==> config.mk <==
export PLATFORM = sky130hd
export DESIGN_NAME = ifr_tx_ctrl
export DESIGN_NICKNAME = d
export VERILOG_FILES = /design/src/rtl/ifr_pkg.sv /design/src/rtl/ifr_req_reg.sv /design/src/rtl/ifr_shift.sv /design/src/rtl/ifr_seq.sv /design/src/rtl/ifr_tx_ctrl.sv
export SDC_FILE = /design/constraint.sdc
export NUM_CORES = 1
export LEC_CHECK = 0
export ABC_AREA = 0
export BUFFER_PORTS_ARGS = -buffer_cell sky130_fd_sc_hd__buf_2
export CORE_AREA = 8 8 83 85
export CTS_CLUSTER_DIAMETER = 30
export DETAILED_ROUTE_END_ITERATION = 7
export DIE_AREA = 0 0 91 93
export PLACE_DENSITY = 0.47
export SYNTH_ARGS = -nofsm -noshare
export SYNTH_HDL_FRONTEND = slang
export SYNTH_HIERARCHICAL = 1
export SYNTH_SLANG_ARGS = --single-unit
==> constraint.sdc <==
create_clock -name clk -period 2 [get_ports clk]
set_clock_uncertainty 0.1 [all_clocks]
set_input_delay 0.4 -clock clk [delete_from_list [all_inputs] [get_ports clk]]
set_output_delay 0.4 -clock clk [all_outputs]
set_load 0.05 [all_outputs]
==> src/rtl/ifr_pkg.sv <==
package ifr_pkg;

  localparam int REQ_W      = 3;
  localparam int IDX_SINGLE = 2;
  localparam int IDX_MULTI1 = 1;
  localparam int IDX_MULTI0 = 0;

  typedef enum logic [1:0] {
    ST_IDLE = 2'd0,
    ST_NORM = 2'd1,
    ST_DATA = 2'd2,
    ST_WAIT = 2'd3
  } ifr_state_e;

  // Highest set bit wins; all lower bits are masked.
  function automatic logic [REQ_W-1:0] prio_encode(input logic [REQ_W-1:0] raw);
    logic [REQ_W-1:0] res;
    logic             found;
    res   = '0;
    found = 1'b0;
    for (int i = REQ_W - 1; i >= 0; i--) begin
      if (raw[i] && !found) begin
        res[i] = 1'b1;
        found  = 1'b1;
      end
    end
    return res;
  endfunction

endpackage

==> src/rtl/ifr_req_reg.sv <==
module ifr_req_reg
  import ifr_pkg::*;
#(
  parameter int DATA_W = 8
) (
  input  logic              clk,
  input  logic              rst_n,
  input  logic              req_we,
  input  logic [REQ_W-1:0]  req_wd,
  input  logic              dat_we,
  input  logic [DATA_W-1:0] dat_wd,
  input  logic              sof_evt,
  input  logic              eod_evt,
  input  logic              clr_single,
  output logic [REQ_W-1:0]  req_raw,
  output logic [REQ_W-1:0]  req_eff,
  output logic [DATA_W-1:0] dat_q
);

  logic [REQ_W-1:0]  raw_q, raw_d;
  logic              raw_en;
  logic              win_q, win_d;
  logic              win_en;
  logic              blocked;
  logic [DATA_W-1:0] dat_r;

  // Post-EOD window: single-byte request writes are locked out.
  assign win_en  = eod_evt | sof_evt;
  assign win_d   = eod_evt;
  assign blocked = win_q | eod_evt;

  always_comb begin
    raw_d = raw_q;
    if (req_we) begin
      for (int i = 0; i < REQ_W; i++) begin
        if (i != IDX_SINGLE) begin
          raw_d[i] = req_wd[i];
        end else if (!blocked) begin
          raw_d[i] = req_wd[i];
        end
      end
    end
    if (clr_single) begin
      raw_d[IDX_SINGLE] = 1'b0;
    end
  end

  assign raw_en = req_we | clr_single;

  always_ff @(posedge clk or negedge rst_n) begin
    if (!rst_n) begin
      raw_q <= '0;
    end else if (raw_en) begin
      raw_q <= raw_d;
    end
  end

  always_ff @(posedge clk or negedge rst_n) begin
    if (!rst_n) begin
      win_q <= 1'b0;
    end else if (win_en) begin
      win_q <= win_d;
    end
  end

  always_ff @(posedge clk or negedge rst_n) begin
    if (!rst_n) begin
      dat_r <= '0;
    end else if (dat_we) begin
      dat_r <= dat_wd;
    end
  end

  assign req_raw = raw_q;
  assign req_eff = prio_encode(raw_q);
  assign dat_q   = dat_r;

endmodule

==> src/rtl/ifr_shift.sv <==
module ifr_shift #(
  parameter int DATA_W = 8
) (
  input  logic              clk,
  input  logic              rst_n,
  input  logic              load,
  input  logic              reload,
  input  logic              shift,
  input  logic [DATA_W-1:0] data_in,
  output logic              msb,
  output logic              last
);

  localparam int CNT_W = (DATA_W > 1) ? $clog2(DATA_W) : 1;
  localparam logic [CNT_W-1:0] CNT_LAST = CNT_W'(DATA_W - 1);

  logic [DATA_W-1:0] sh_q, sh_d;
  logic [DATA_W-1:0] hold_q;
  logic [CNT_W-1:0]  cnt_q, cnt_d;
  logic              sh_en;

  assign sh_en = load | reload | shift;

  always_comb begin
    sh_d  = sh_q;
    cnt_d = cnt_q;
    if (load) begin
      sh_d  = data_in;
      cnt_d = '0;
    end else if (reload) begin
      sh_d  = hold_q;
      cnt_d = '0;
    end else if (shift) begin
      sh_d  = {sh_q[DATA_W-2:0], 1'b0};
      cnt_d = cnt_q + 1'b1;
    end
  end

  always_ff @(posedge clk or negedge rst_n) begin
    if (!rst_n) begin
      sh_q  <= '0;
      cnt_q <= '0;
    end else if (sh_en) begin
      sh_q  <= sh_d;
      cnt_q <= cnt_d;
    end
  end

  // Copy of the byte kept for retries after arbitration loss.
  always_ff @(posedge clk or negedge rst_n) begin
    if (!rst_n) begin
      hold_q <= '0;
    end else if (load) begin
      hold_q <= data_in;
    end
  end

  assign msb  = sh_q[DATA_W-1];
  assign last = (cnt_q == CNT_LAST);

endmodule

==> src/rtl/ifr_seq.sv <==
module ifr_seq
  import ifr_pkg::*;
(
  input  logic       clk,
  input  logic       rst_n,
  input  logic       single_act,
  input  logic       eod_evt,
  input  logic       crc_ok,
  input  logic       bus_err,
  input  logic       teod_set,
  input  logic       rx_byte_done,
  input  logic       sym_done,
  input  logic       sym_rx,
  input  logic       bit_msb,
  input  logic       bit_last,
  output ifr_state_e state,
  output logic       load,
  output logic       reload,
  output logic       shift,
  output logic       succ,
  output logic       abort_pulse,
  output logic       done_pulse
);

  ifr_state_e st_q, st_d;
  logic       abort_q, abort_d;
  logic       done_q;
  logic       kill;
  logic       lost;

  assign kill = bus_err | teod_set;
  assign lost = sym_done & bit_msb & ~sym_rx;

  always_comb begin
    st_d    = st_q;
    load    = 1'b0;
    reload  = 1'b0;
    shift   = 1'b0;
    succ    = 1'b0;
    abort_d = 1'b0;
    case (st_q)
      ST_IDLE: begin
        if (!kill && eod_evt && crc_ok && single_act) begin
          st_d = ST_NORM;
          load = 1'b1;
        end
      end
      ST_NORM: begin
        if (kill) begin
          st_d    = ST_IDLE;
          abort_d = 1'b1;
        end else if (sym_done) begin
          st_d = ST_DATA;
        end
      end
      ST_DATA: begin
        if (kill) begin
          st_d    = ST_IDLE;
          abort_d = 1'b1;
        end else if (sym_done) begin
          if (lost) begin
            st_d    = ST_WAIT;
            abort_d = 1'b1;
          end else if (bit_last) begin
            st_d = ST_IDLE;
            succ = 1'b1;
          end else begin
            shift = 1'b1;
          end
        end
      end
      ST_WAIT: begin
        if (kill) begin
          st_d    = ST_IDLE;
          abort_d = 1'b1;
        end else if (rx_byte_done) begin
          st_d   = ST_DATA;
          reload = 1'b1;
        end
      end
      default: st_d = ST_IDLE;
    endcase
  end

  always_ff @(posedge clk or negedge rst_n) begin
    if (!rst_n) begin
      st_q    <= ST_IDLE;
      abort_q <= 1'b0;
      done_q  <= 1'b0;
    end else begin
      st_q    <= st_d;
      abort_q <= abort_d;
      done_q  <= succ;
    end
  end

  assign state       = st_q;
  assign abort_pulse = abort_q;
  assign done_pulse  = done_q;

endmodule

==> src/rtl/ifr_tx_ctrl.sv <==
module ifr_tx_ctrl
  import ifr_pkg::*;
#(
  parameter int DATA_W = 8
) (
  input  logic              clk,
  input  logic              rst_n,
  input  logic              req_we,
  input  logic [REQ_W-1:0]  req_wd,
  input  logic              dat_we,
  input  logic [DATA_W-1:0] dat_wd,
  output logic [REQ_W-1:0]  req_rd,
  output logic [REQ_W-1:0]  req_eff,
  input  logic              sof_evt,
  input  logic              eod_evt,
  input  logic              crc_ok,
  input  logic              bus_err,
  input  logic              teod_set,
  input  logic              rx_byte_done,
  input  logic              sym_done,
  input  logic              sym_rx,
  output logic              tx_norm,
  output logic              tx_bit_en,
  output logic              tx_bit,
  output logic              tx_abort,
  output logic              ifr_done
);

  logic [DATA_W-1:0] dat_q;
  logic              clr_single;
  logic              load, reload, shift, succ;
  logic              bit_msb, bit_last;
  ifr_state_e        state;

  assign clr_single = succ | bus_err | teod_set;

  ifr_req_reg #(.DATA_W(DATA_W)) u_req (
    .clk        (clk),
    .rst_n      (rst_n),
    .req_we     (req_we),
    .req_wd     (req_wd),
    .dat_we     (dat_we),
    .dat_wd     (dat_wd),
    .sof_evt    (sof_evt),
    .eod_evt    (eod_evt),
    .clr_single (clr_single),
    .req_raw    (req_rd),
    .req_eff    (req_eff),
    .dat_q      (dat_q)
  );

  ifr_shift #(.DATA_W(DATA_W)) u_shift (
    .clk     (clk),
    .rst_n   (rst_n),
    .load    (load),
    .reload  (reload),
    .shift   (shift),
    .data_in (dat_q),
    .msb     (bit_msb),
    .last    (bit_last)
  );

  ifr_seq u_seq (
    .clk          (clk),
    .rst_n        (rst_n),
    .single_act   (req_eff[IDX_SINGLE]),
    .eod_evt      (eod_evt),
    .crc_ok       (crc_ok),
    .bus_err      (bus_err),
    .teod_set     (teod_set),
    .rx_byte_done (rx_byte_done),
    .sym_done     (sym_done),
    .sym_rx       (sym_rx),
    .bit_msb      (bit_msb),
    .bit_last     (bit_last),
    .state        (state),
    .load         (load),
    .reload       (reload),
    .shift        (shift),
    .succ         (succ),
    .abort_pulse  (tx_abort),
    .done_pulse   (ifr_done)
  );

  assign tx_norm   = (state == ST_NORM);
  assign tx_bit_en = (state == ST_DATA);
  assign tx_bit    = bit_msb & tx_bit_en;

endmodule

# [Yosys cells after proc, flatten, opt, wreduce, memory -nomap -nowiden]
# Index checks and enable logic that the tools add are counted.
[word_totals] ff_bits=35 inputBits=23 output_inout_bits=11 wordCells=92
[classes] addsub=1 eq_ne=10 muxes=43 n_bitwise=12 reduce_logical=16
[op_table] operator="$mux W1" count=25
[op_table] operator="$mux W8" count=3
[op_table] operator="$mux W2" count=9
[op_table] operator="$mux W3" count=4
[op_table] operator="$ne A3 B2 Y1 const B" count=3
[op_table] operator="$or A1 B1 Y1" count=8
[op_table] operator="$pmux W2 S4" count=1
[op_table] operator="$logic_and A1 B1 Y1" count=5
[op_table] operator="$reduce_and A5 Y1" count=1
[op_table] operator="$eq A2 B2 Y1 const B" count=2
[op_table] operator="$ne A2 B1 Y1 const B" count=2
[op_table] operator="$ne A4 B1 Y1 const B" count=1
[op_table] operator="$reduce_and A2 Y1" count=2
[op_table] operator="$add A3 B1 Y3 const B" count=1
[op_table] operator="$and A1 B1 Y1" count=3
[op_table] operator="$eq A3 B3 Y1 const B" count=1
[op_table] operator="$logic_not A1 Y1" count=3
[op_table] operator="$reduce_and A3 Y1" count=1
[op_table] operator="$reduce_bool A3 Y1" count=1
[op_table] operator="$eq A2 B1 Y1 const B" count=1
[op_table] operator="$logic_not A2 Y1" count=1
[op_table] operator="$pmux W1 S2" count=1
[op_table] operator="$reduce_bool A2 Y1" count=1
[op_table] operator="$reduce_or A2 Y1" count=1
[op_table] operator="$not A1 Y1" count=1

# [Depth between registers and ports, before layout]
# Gate-level depths: netlist of the first run.
[logic_depth] ltp_word=10 depth_mapped=8 mapped_depth_nobuf=6

# [Cells and area by module]
# The synthesis of the first run kept the hierarchy.
[by_module_without_submodules] module="ifr_shift" n_inst=1 cells_per_inst=88 area_per_inst_um2=879.6 seq_area_each_um2=475.5
[by_module_without_submodules] module="ifr_req_reg" n_inst=1 cells_per_inst=32 area_per_inst_um2=521.8 seq_area_each_um2=300.3
[by_module_without_submodules] module="ifr_seq" n_inst=1 cells_per_inst=26 area_per_inst_um2=232.7 seq_area_each_um2=100.1
[by_module_without_submodules] module="ifr_tx_ctrl" n_inst=1 cells_per_inst=4 area_per_inst_um2=27.5 seq_area_each_um2=0.0

# [Least setup slack after synthesis of the first run]
# No wires, ideal clock.
[synth_timing] kind="flip-flop to output port" startpoint="register u_req.raw_q[0], in the netlist u_req/req_raw[0]" endpoint="output req_eff[0]" arrival_ns=1.840 required_time_ns=1.500 path_slack_ns=-0.340 stages_incl_launch_ff=2 n_path_buf=0 path_cell_list="dfrtp_1 nor3b_1"
[synth_between] elab_chain_len=2
[synth_rtl] item="start: declaration" line="ifr_req_reg.sv:20" rtl="logic [REQ_W-1:0] raw_q, raw_d;"
[synth_rtl] item="start signal: assignment" line="ifr_req_reg.sv:54" rtl="raw_q <= raw_d;"
[synth_rtl] item="$logic_and A1 B1 Y1" line="ifr_pkg.sv:22" rtl="if (raw[i] && !found) begin"
[synth_rtl] item="$mux W1" line="ifr_pkg.sv:22"
[synth_rtl] item="end: declaration" line="ifr_tx_ctrl.sv:13" rtl="output logic [REQ_W-1:0] req_eff,"
# Every way passes these cells.

# [Worst setup path in the final report of the first run]
[layout_timing] startpoint="register u_shift.cnt_q[0]" endpoint="register u_shift.cnt_q[1]"
[layout_between] elab_chain_len=8 elab_cells_between_ends=13 classes_between="1 x add/sub; 1 x eq/ne; 8 x mux; 1 x bitwise; 2 x reduce/logical"
[layout_rtl] item="start: declaration" line="ifr_shift.sv:19" rtl="logic [CNT_W-1:0] cnt_q, cnt_d;"
[layout_rtl] item="start signal: assignment" line="ifr_shift.sv:45" rtl="cnt_q <= cnt_d;"
[layout_rtl] item="$eq A3 B3 Y1 *" line="ifr_shift.sv:59" rtl="assign last = (cnt_q == CNT_LAST);"
[layout_rtl] item="named net bit_last" line="ifr_tx_ctrl.sv:32" rtl="logic bit_msb, bit_last;"
[layout_rtl] item="$mux W1 *" line="ifr_seq.sv:64" rtl="end else if (bit_last) begin"
[layout_rtl] item="$mux W1 *" line="ifr_seq.sv:61" rtl="if (lost) begin"
[layout_rtl] item="$mux W1 *" line="ifr_seq.sv:60" rtl="end else if (sym_done) begin"
[layout_rtl] item="$mux W1 *" line="ifr_seq.sv:57" rtl="if (kill) begin"
[layout_rtl] item="$mux W1 *" line="ifr_seq.sv:41" rtl="case (st_q)"
[layout_rtl] item="named net shift" line="ifr_tx_ctrl.sv:31" rtl="logic load, reload, shift, succ;"
[layout_rtl] item="$reduce_bool A3 Y1 (no line) or $or A1 B1 Y1 (tied branches)"
[layout_rtl] item="$reduce_and A2 Y1 (no line) *"
# Mark *: on every way through the listed nets, which the timed path passes. The rest lies on a longest branch. The select of a mux whose other input is x is not followed.
# A chain may end at the register's enable or synchronous reset.

==> flow_summary.toml, run 1 <==
[outcome]
status = "finished clean"

[detailed_routing]
routedWlPerCell_um = 13.1
detail_route.drc_violations = 0
drt_pass1_iterations = 4
drt_iter0_markers = 32
vias = 1230
drt-vias-per-instance = 4.71
drt-total-wl_um = 3430
drtAntennaViolNets = 0

[cts]
cts_max_path_buffers = 2
cts_root_buf = "clkbuf_8"
cts_max_level = 2
cts.reportedPaths.clkPinSlew_ps = 70
post_cts_setup_bufs = 0
holdBufCountCts = 0
cts.repair.resized = 0
tritoncts_num_sinks = 35
clock_latency_ps = 280
cts_tree = "done"
cts-buffers-inserted = 5

[pwr]
peakVddDrop_mv = 0.294
static-leakage-power_nw = 0.972
pwr_density_cell_nw_per_um2 = 693
fin_total_pwr_mw = 1.38

[critical_path]
timing.reg2reg.setup_slack_ps = 160
crit_chain = "ha_1 > ha_1 > nor3_1 > buf_4 > buf_4 > mux2i_1 > nor3_1"
worst_path_largest_cell_delay_ps = 390
crit_path_start_kind = "flip-flop"
kind_of_cell_adding_the_most_delay_to_the_critical_path = "adder cells"
critical_path.n_buffers_inverters = 2
cp_data_arrival_time_ps = 1890
timing.critical_path.from = "u_shift/cnt_q[0]"
endpoint_kind_of_the_worst_setup_timing_path = "flip-flop"
crit_fanout = 10
cpMaxStageDelayCell = "dfrtp_1"
critPathKind = "reg -> reg"
regToRegStartpoint = "u_shift/cnt_q[0]"
required_ps = 2060

[cells_and_area]
finalNetCount = 212
n_antenna_cell = 0
multi_input_combinational_cell_area_um2 = 692
finish.utilization_pct = 35.1
drive_gt1_share_pct = 33.3
fillCellCount = 595
fin_cells = 261
area_growth_pct = 20.0
register_area_um2 = 876

[sta]
hold_slack_ps = 42.6
final.min_clock_period_ps = 1840
report.final.slew_viol_count = 0
timing.setup.tns_ps = 0
timing_worst_slew_pin_value_ps = 454
hold_viol = 0
relSlewSlack_pct = 69.7
final.period_utilization_pct = 91.8
rsz0062_at_grt = "false"
timing.fmax_mhz = 545
setup_viol_count_final = 0

[worst_hold_path]
worst_min_path_class = "in -> async"

[global_routing]
gr-usage-all-layers_pct = 8.44
wire_length_of_the_first_global_routing_pass_um = 5780
grt_start_max_net_pins = 36
grt_antenna_before_repair = 0
grt_remaining_overflow = 0
vias_in_the_first_global_route = 1259

[floorplan]
boundaryPins = 34
floorplan.core_area_um2 = 5680
floorplan.die.height_um = 93
floorplan.die_area_um2 = 8460
floorplan.initialDensity_pct = 29.3
fp.dieW_um = 91
number_of_placement_rows = 28

[synthesis]
synth_seq_cells = 35
synth_compound_gate_area_share_pct = 12.0
postSynthCellCount = 150
yosys.area_share.xor_xnor_pct = 0.527
synth_top_family_by_area = "simple AND/OR/NAND/NOR gates"
synth_warnings = 6
synth_fa_ha_area_share_pct = 1.51
syn_area_um2 = 1660
synthesis.nets = 175
synth.distinct_cells = 35
synth_simple_gate_area_share_pct = 15.6
yosysSeqAreaShare_pct = 52.7
synth_enable_flop_cells = 0
async_reset_ff_share_pct = 100
synth.mux.area_fraction_pct = 11.1
synth-main-ff-cell = "dfrtp_1"
postSynthAreaPerCell_um2 = 11.1

[place]
numPlacedInstances = 255
dp_hpwl_um = 2490
io_buffers = 33
gp_routability_congestion = 0.853

[flow_run]
cap_viol_max_count = 0
[final timing paths]
| kind | to | cells past startpoint |
|---|---|---|
| worst max-delay path | u_shift/cnt_q[1] | 7 |
| min in group clk | u_req/win_q | 2 |
| worst min register to register | u_shift/hold_q[0] | 1 |
| worst min-delay path | u_seq/done_pulse | 2 |
| max in group asynchronous | u_req/dat_q[1] | 2 |
| worst max register to register | u_shift/cnt_q[1] | 7 |
[report_power, final]
group,switching [mW],internal (mW)
Clock,0.231,0.232
Combinational,0.0843,0.0669
Sequential,0.0226,0.746
Total,0.338,1.04
[per-stage QoR]
stage,setup WS [ps],instance area [µm²]
after global placement,144,1920
after CTS,101,1990
after floorplan,61.8,1670
after detailed placement,99.0,1920
final,164,1990
after global routing,45.4,1990
[cell type report]
cell class / count / share of cell area [%]
flip-flops and latches: 35 / 43.9
well taps: 75 / 4.71
repair buffers: 39 / 11.2
clock buffers: 6 / 3.64
inverters: 10 / 1.88
multi-input cells: 96 / 34.7
[cell families (layout without fill, tap and decap cells)]
family                     Yosys count  count (layout)
AOI/OAI and AO/OA                   30              30
and+or+nand+nor                     49              49
adders and majority gates            2               2
buffers and inverters               19              55
xor gates and xnor gates             1               1
DFF                                 35              35
muxes                               14              14
[cell usage in the layout, fill, tap and decap left out, drive strengths merged, types with 3 or more instances in the layout]
master / netlist / routed
buf: 8 / 39
dfrtp: 35 / 35
nor2: 16 / 16
mux2: 11 / 11
a21oi: 10 / 10
o21ai: 10 / 10
inv: 9 / 9
nand2: 9 / 9
a221o: 6 / 6
clkbuf: 1 / 6
nor3: 5 / 5
nor2b: 4 / 4
nor3b: 4 / 4
mux2i: 3 / 3
[metal layers]
layer | track usage, % | routed length [µm] | vias to the layer above
li1 | - | - | 591
met2 | 12.2 | 1430 | 51
met3 | 4.01 | 303 | 6
met4 | 3.96 | 44 | 0
met5 | 0 | 0 | -
met1 | 10.4 | 1650 | 582
[cell usage after synthesis, types with 4 or more instances]
| master | n | area, µm² |
|---|---|---|
| buf_6 | 4 | 45.0 |
| nor3_1 | 5 | 25.0 |
| dfrtp_1 | 35 | 876 |
| mux2_4 | 8 | 120 |
| inv_1 | 9 | 33.8 |
| a221o_1 | 6 | 60.1 |
| o21ai_0 | 8 | 40.0 |
| nand2_1 | 8 | 30.0 |
| nor2_1 | 16 | 60.1 |
| a21oi_1 | 10 | 50.1 |
[worst register-to-register path: stages (launching register included)]
cell,delay (ps)
dfrtp_1,390
ha_1,200
ha_1,210
nor3_1,200
buf_4,210
buf_4,150
mux2i_1,180
nor3_1,70
[registers in the layout (all words and copies together), names as in the netlist]
register and count:
u_seq/done_pulse 1, u_shift/cnt_q 3, u_shift/hold_q 8, u_seq/state 2, u_req/win_q 1, u_shift/sh_q 8
u_req/dat_q 8, u_seq/abort_pulse 1, u_req/req_raw 3
(Power assumes the default switching activity.)
==> run 2, diff against run 1 <==
--- a/config.mk
+++ b/config.mk
@@ -11,6 +11,7 @@
 export CTS_CLUSTER_DIAMETER = 30
 export DETAILED_ROUTE_END_ITERATION = 7
 export DIE_AREA = 0 0 91 93
+export MAX_ROUTING_LAYER = met4
 export PLACE_DENSITY = 0.47
 export SYNTH_ARGS = -nofsm -noshare
 export SYNTH_HDL_FRONTEND = slang
==> run 2 against run 1 <==
- highest routed layer unchanged
- clock power barely moved
- hold slack improved by 1.4 ps
- register-to-register slack barely moved
- fmax fell by 0.38%
- sequential share of layout area did not move
- critical endpoint unchanged
- wire length rose by 0.90%
- combinational power barely moved
- critical path type unchanged
==> flow_summary.toml, run 2 (synthesis results as in run 1) <==
[cts]
tritoncts_num_sinks = 35
cts_max_path_buffers = 2
cts.reportedPaths.clkPinSlew_ps = 70
cts-buffers-inserted = 5
cts_root_buf = "clkbuf_8"
post_cts_setup_bufs = 0
cts_max_level = 2
cts_tree = "done"
clock_latency_ps = 280

[detailed_routing]
drtAntennaViolNets = 0
drt_pass1_iterations = 4
drt_iter0_markers = 31
drt-vias-per-instance = 4.74
routedWlPerCell_um = 13.2
detail_route.drc_violations = 0
drt-total-wl_um = 3460
vias = 1236

[critical_path]
worstRegToRegCells = 7
cp_data_arrival_time_ps = 1900
worst_path_largest_cell_delay_ps = 390
critical_path.n_buffers_inverters = 2
required_ps = 2060
worstSetupPathDepth = 7
crit_chain = "ha_1 > ha_1 > nor3_1 > buf_4 > buf_4 > mux2i_1 > nor3_1"
cpMaxStageDelayCell = "dfrtp_1"
timing.critical_path.from = "u_shift/cnt_q[0]"
regToRegStartpoint = "u_shift/cnt_q[0]"
critical_r2r_capture = "u_shift/cnt_q[1]"
critPathCapture = "u_shift/cnt_q[1]"
crit_path_start_kind = "flip-flop"
kind_of_cell_adding_the_most_delay_to_the_critical_path = "adder cells"
critPathKind = "reg -> reg"
crit_fanout = 10
timing.reg2reg.setup_slack_ps = 160
endpoint_kind_of_the_worst_setup_timing_path = "flip-flop"

[sta]
final.min_clock_period_ps = 1840
setup_viol_count_final = 0
relSlewSlack_pct = 69.7
hold_viol = 0
final.period_utilization_pct = 92.2
timing.fmax_mhz = 543
report.final.slew_viol_count = 0
timing_worst_slew_pin_value_ps = 455
timing.setup.tns_ps = 0
rsz0062_at_grt = "false"

[pwr]
peakVddDrop_mv = 0.294
pwr_density_cell_nw_per_um2 = 692
static-leakage-power_nw = 0.972

[worst_hold_path]
worst_min_path_class = "in -> async"

[floorplan]
boundaryPins = 34
floorplan.initialDensity_pct = 29.3
floorplan.core_area_um2 = 5680
number_of_placement_rows = 28
floorplan.die.height_um = 93
floorplan.die_area_um2 = 8460
fp.dieW_um = 91

[cells_and_area]
drive_gt1_share_pct = 33.3
finish.utilization_pct = 35.1
final_cell_mix = "dfrtp_1, buf_2, nor2_1"
most_common_cell_after_layout_fill_and_taps_aside = "dfrtp_1"
finalNetCount = 212
fillCellCount = 595
multi_input_combinational_cell_area_um2 = 692
area_growth_pct = 20.0
n_antenna_cell = 0
register_area_um2 = 876

[place]
dp_hpwl_um = 2490
io_buffers = 33
gp_routability_congestion = 0.867

[global_routing]
grt_remaining_overflow = 0
grt_antenna_before_repair = 0
wire_length_of_the_first_global_routing_pass_um = 5800
grt_start_max_net_pins = 36
gr-usage-all-layers_pct = 8.69
vias_in_the_first_global_route = 1255

[outcome]
status = "finished clean"

[flow_run]
cap_viol_max_count = 0
[run 2: cell counts in the layout (fill, tap and decap cells not counted)]
No cell type changed its count.
[run 2: stage by stage]
step           setup slack, ps  area, µm²  total power, mW  hold WS [ps]  cells
6_report                   157       1990             1.38          44.1    261
5_1_grt                   45.4       1990             1.47          86.2    261
4_1_cts                    101       1990             1.41          61.2    261
3_5_place_dp              99.0       1920            0.936           367    255
3_3_place_gp               144       1920            0.929           356    255
2_1_floorplan             61.8       1670            0.872          4.41    150
[run 2: final cells by class]
type | instances | area share (%)
multi-input cells | 96 | 34.7
inverters | 10 | 1.88
well taps | 75 | 4.71
flip-flops and latches | 35 | 43.9
repair buffers | 39 | 11.2
clock buffers | 6 | 3.64
[run 2: worst min path at each step]
stage / from / to / slack (ps)
floorplan: rst_n / u_req/dat_q[0] / 4
global route: rst_n / u_seq/done_pulse / 90
global placement: rst_n / u_req/req_raw[2] / 360
finish: rst_n / u_seq/done_pulse / 40
detailed placement: rst_n / u_req/req_raw[2] / 370
CTS: rst_n / u_seq/done_pulse / 60
[run 2: power breakdown]
| group | internal [mW] | total (mW) | switching, mW |
|---|---|---|---|
| combinational | 0.0669 | 0.151 | 0.0844 |
| sequential | 0.746 | 0.769 | 0.0226 |
| clock | 0.232 | 0.460 | 0.228 |
| total | 1.04 | 1.38 | 0.336 |
[run 2: worst register-to-register path, stage by stage (launching register included)]
cell     delay, ps
dfrtp_1        390
ha_1           200
ha_1           210
nor3_1         200
buf_4          210
buf_4          150
mux2i_1        190
nor3_1          70
[run 2: routing by layer]
| layer | GRT usage [%] | vias up | part of all wire [%] |
|---|---|---|---|
| met5 | - | - | 0 |
| li1 | - | 592 | - |
| met2 | 12.2 | 52 | 43 |
| met1 | 10.5 | 590 | 48 |
| met4 | 2.73 | 0 | 0.29 |
| met3 | 4.65 | 2 | 8.6 |
[run 2: repair_timing]
action / CTS / global route
hold buffers: 0 / 0
setup endpoints to repair: 0 / 2
resized for setup: 0 / 1
==> run 3, diff against run 2 <==
--- a/config.mk
+++ b/config.mk
@@ -13,7 +13,7 @@
 export DIE_AREA = 0 0 91 93
 export MAX_ROUTING_LAYER = met4
 export PLACE_DENSITY = 0.47
+export REMOVE_ABC_BUFFERS = 1
 export SYNTH_ARGS = -nofsm -noshare
 export SYNTH_HDL_FRONTEND = slang
-export SYNTH_HIERARCHICAL = 1
 export SYNTH_SLANG_ARGS = --single-unit
==> run 3 against run 2 <==
- utilization up 0.82 points
- via count up 2.3%
- non-clock buffer count unchanged
- largest cell class unchanged
- highest routed layer unchanged
==> flow_summary.toml, run 3 <==
[synthesis]
synth-main-ff-cell = "dfrtp_1"
synth_warnings = 0
synth_enable_flop_cells = 0
synth.cells.most_frequent = "dfrtp_1, mux2_2, o21ai_0"
postSynthAreaPerCell_um2 = 10.6
postSynthCellCount = 159
async_reset_ff_share_pct = 100
post_synth_main_area_contributors = "dfrtp_1, mux2_2, o21ai_0"
syn_area_um2 = 1690
yosysMostFrequentCell = "dfrtp_1"
synth_seq_cells = 35
synthDominantAreaCellType = "dfrtp_1"
synth_largest_type_area_fraction_pct = 51.8
synth.distinct_cells = 36
yosysSeqAreaShare_pct = 51.8

[cts]
tritoncts_num_sinks = 35
clock_latency_ps = 290
cts_root_buf = "clkbuf_8"
post_cts_setup_bufs = 0
cts.reportedPaths.clkPinSlew_ps = 70
cts_max_level = 2
cts_max_path_buffers = 2
cts_tree = "done"
cts-buffers-inserted = 5
holdBufCountCts = 0

[sta]
report.final.slew_viol_count = 0
relSlewSlack_pct = 70.5
timing.fmax_mhz = 524
rsz0062_at_grt = "false"
fin_ws_ps = 91.7
hold_viol = 0
setup_viol_count_final = 0
final.min_clock_period_ps = 1910
timing_worst_slew_pin_value_ps = 443
final.period_utilization_pct = 95.4

[detailed_routing]
drt_pass1_iterations = 4
drtAntennaViolNets = 0
routedWlPerCell_um = 14.1
vias = 1265
detail_route.drc_violations = 0
drt-total-wl_um = 3800
drt-vias-per-instance = 4.70
drt_iter0_markers = 68

[place]
gp_routability_congestion = 0.799
io_buffers = 33
numPlacedInstances = 261
dp_hpwl_um = 2780
pre_cts_slack_ps = 14.6

[pwr]
power.net_switching_mw = 0.353
p_sw_share_pct = 24.2
static-leakage-power_nw = 0.960
pwr-share-comb_pct = 9.3
power.sequential.fraction_pct = 52.0
pwr_density_cell_nw_per_um2 = 715
p_int_mw = 1.11
peakVddDrop_mv = 0.304
fin_total_pwr_mw = 1.46
power.share.clock_pct = 38.7

[floorplan]
floorplan.die_area_um2 = 8460
floorplan.initialDensity_pct = 29.8
floorplan.core_area_um2 = 5680
boundaryPins = 34
floorplan.die.height_um = 93
number_of_placement_rows = 28
fp.dieW_um = 91

[critical_path]
critPathKind = "reg -> out"
required_ps = 1500
worstRegToRegCells = 6
cp_data_arrival_time_ps = 1410
crit_fanout = 7
endpoint_kind_of_the_worst_setup_timing_path = "primary output"
crit_path_start_kind = "flip-flop"

[global_routing]
grt_remaining_overflow = 0
grt_start_max_net_pins = 36
wire_length_of_the_first_global_routing_pass_um = 6430
grt_antenna_before_repair = 0
gr-usage-all-layers_pct = 9.80
vias_in_the_first_global_route = 1309

[cells_and_area]
fin_cells = 269
final_cell_mix = "dfrtp_1, buf_2, o21ai_0, mux2_2, nand2_1"
finalNetCount = 218
drive_gt1_share_pct = 35.1
n_antenna_cell = 0
area_growth_pct = 20.7
most_common_cell_after_layout_fill_and_taps_aside = "dfrtp_1"

[outcome]
status = "finished clean"

[flow_run]
cap_viol_max_count = 0

[worst_hold_path]
worst_min_path_class = "in -> async"
==> run 3: cell count changes in the layout (fill, tap and decap cells not counted), moves of 4 or more <==
cell     delta
nor3_1      +5
a221o_1     -6
nand2_1     +4
a21oi_1    -10
a31oi_1     +7
nor2_1     -10
o21ai_0     +8
mux2_4      -8
mux2_2     +13
or3_1       +7
==> run 3: worst paths after layout <==
| path | startpoint | to | slack (ps) |
|---|---|---|---|
| max | u_seq.state[0] | tx_bit | 90 |
| min | rst_n | u_shift.cnt_q[0] | 40 |
| max reg2reg | u_shift.cnt_q[0] | u_shift.sh_q[7] | 90 |
| min reg2reg | u_req.win_q | u_req.win_q | 390 |
| max in group asynchronous | rst_n | u_shift.hold_q[5] | 1440 |
| min in group clk | eod_evt | u_req.win_q | 220 |
==> run 3: critical path, cell delays in order, from the launching register on <==
cell     delay (ps)
dfrtp_1         410
buf_4           160
and2b_2         240
and2_1          140
buf_6           160
==> run 3: kinds of logic (layout without fill, tap and decap cells) <==
logic type               Yosys count  count (layout)  share of synthesized area [%]
AND/OR/NAND/NOR                   52              52                           16.3
AO/OA/AOI/OAI                     30              30                           10.7
buffers and inverters             20              55                           5.92
multiplexers                      19              19                           13.2
adder cells (fa/ha/maj)            2               2                           1.48
flip-flops                        35              35                           51.8
XOR/XNOR                           1               1                          0.518
==> run 3: layer usage <==
| layer | wire (µm) | vias up | GRT usage, % | share of wire (%) |
|---|---|---|---|---|
| met5 | 0 | - | - | 0 |
| li1 | - | 621 | - | - |
| met4 | 43 | 0 | 3.82 | 1.1 |
| met2 | 1750 | 31 | 14.6 | 46 |
| met3 | 217 | 4 | 3.85 | 5.7 |
| met1 | 1790 | 609 | 11.7 | 47 |
==> run 3: repair_timing <==
action	4_1_cts	5_1_grt
resized for setup	1	4
setup endpoints to repair	1	6
cloned	0	0
hold endpoints to repair	0	0
==> run 3: cell type report <==
class                   instances  area, µm²
clock buffers                   8        100
fillers                       597       3630
repair buffers                 39        216
well taps                      75       93.8
flip-flops and latches         35        876
multi-input cells             104        724
inverters                       8       30.0
==> run 3: power by group through the flow <==
stage | Sequential (mW) | Clock, mW | Combinational (mW)
6_report | 0.758 | 0.564 | 0.136
2_1_floorplan | 0.781 | 0 | 0.0619
3_5_place_dp | 0.772 | 0 | 0.139
3_3_place_gp | 0.771 | 0 | 0.137
5_1_grt | 0.762 | 0.622 | 0.150
4_1_cts | 0.758 | 0.592 | 0.140
==> run 3: per-stage QoR <==
step                utilization, %  area, µm²  setup TNS, ps  hold WS [ps]
detailed placement            33.9       1920              0           368
finish                        36.0       2040              0          38.1
global placement              33.9       1920              0           358
CTS                           35.7       2030              0          50.3
floorplan                        -       1620          -8260          4.41
global route                  36.0       2040              0          70.1
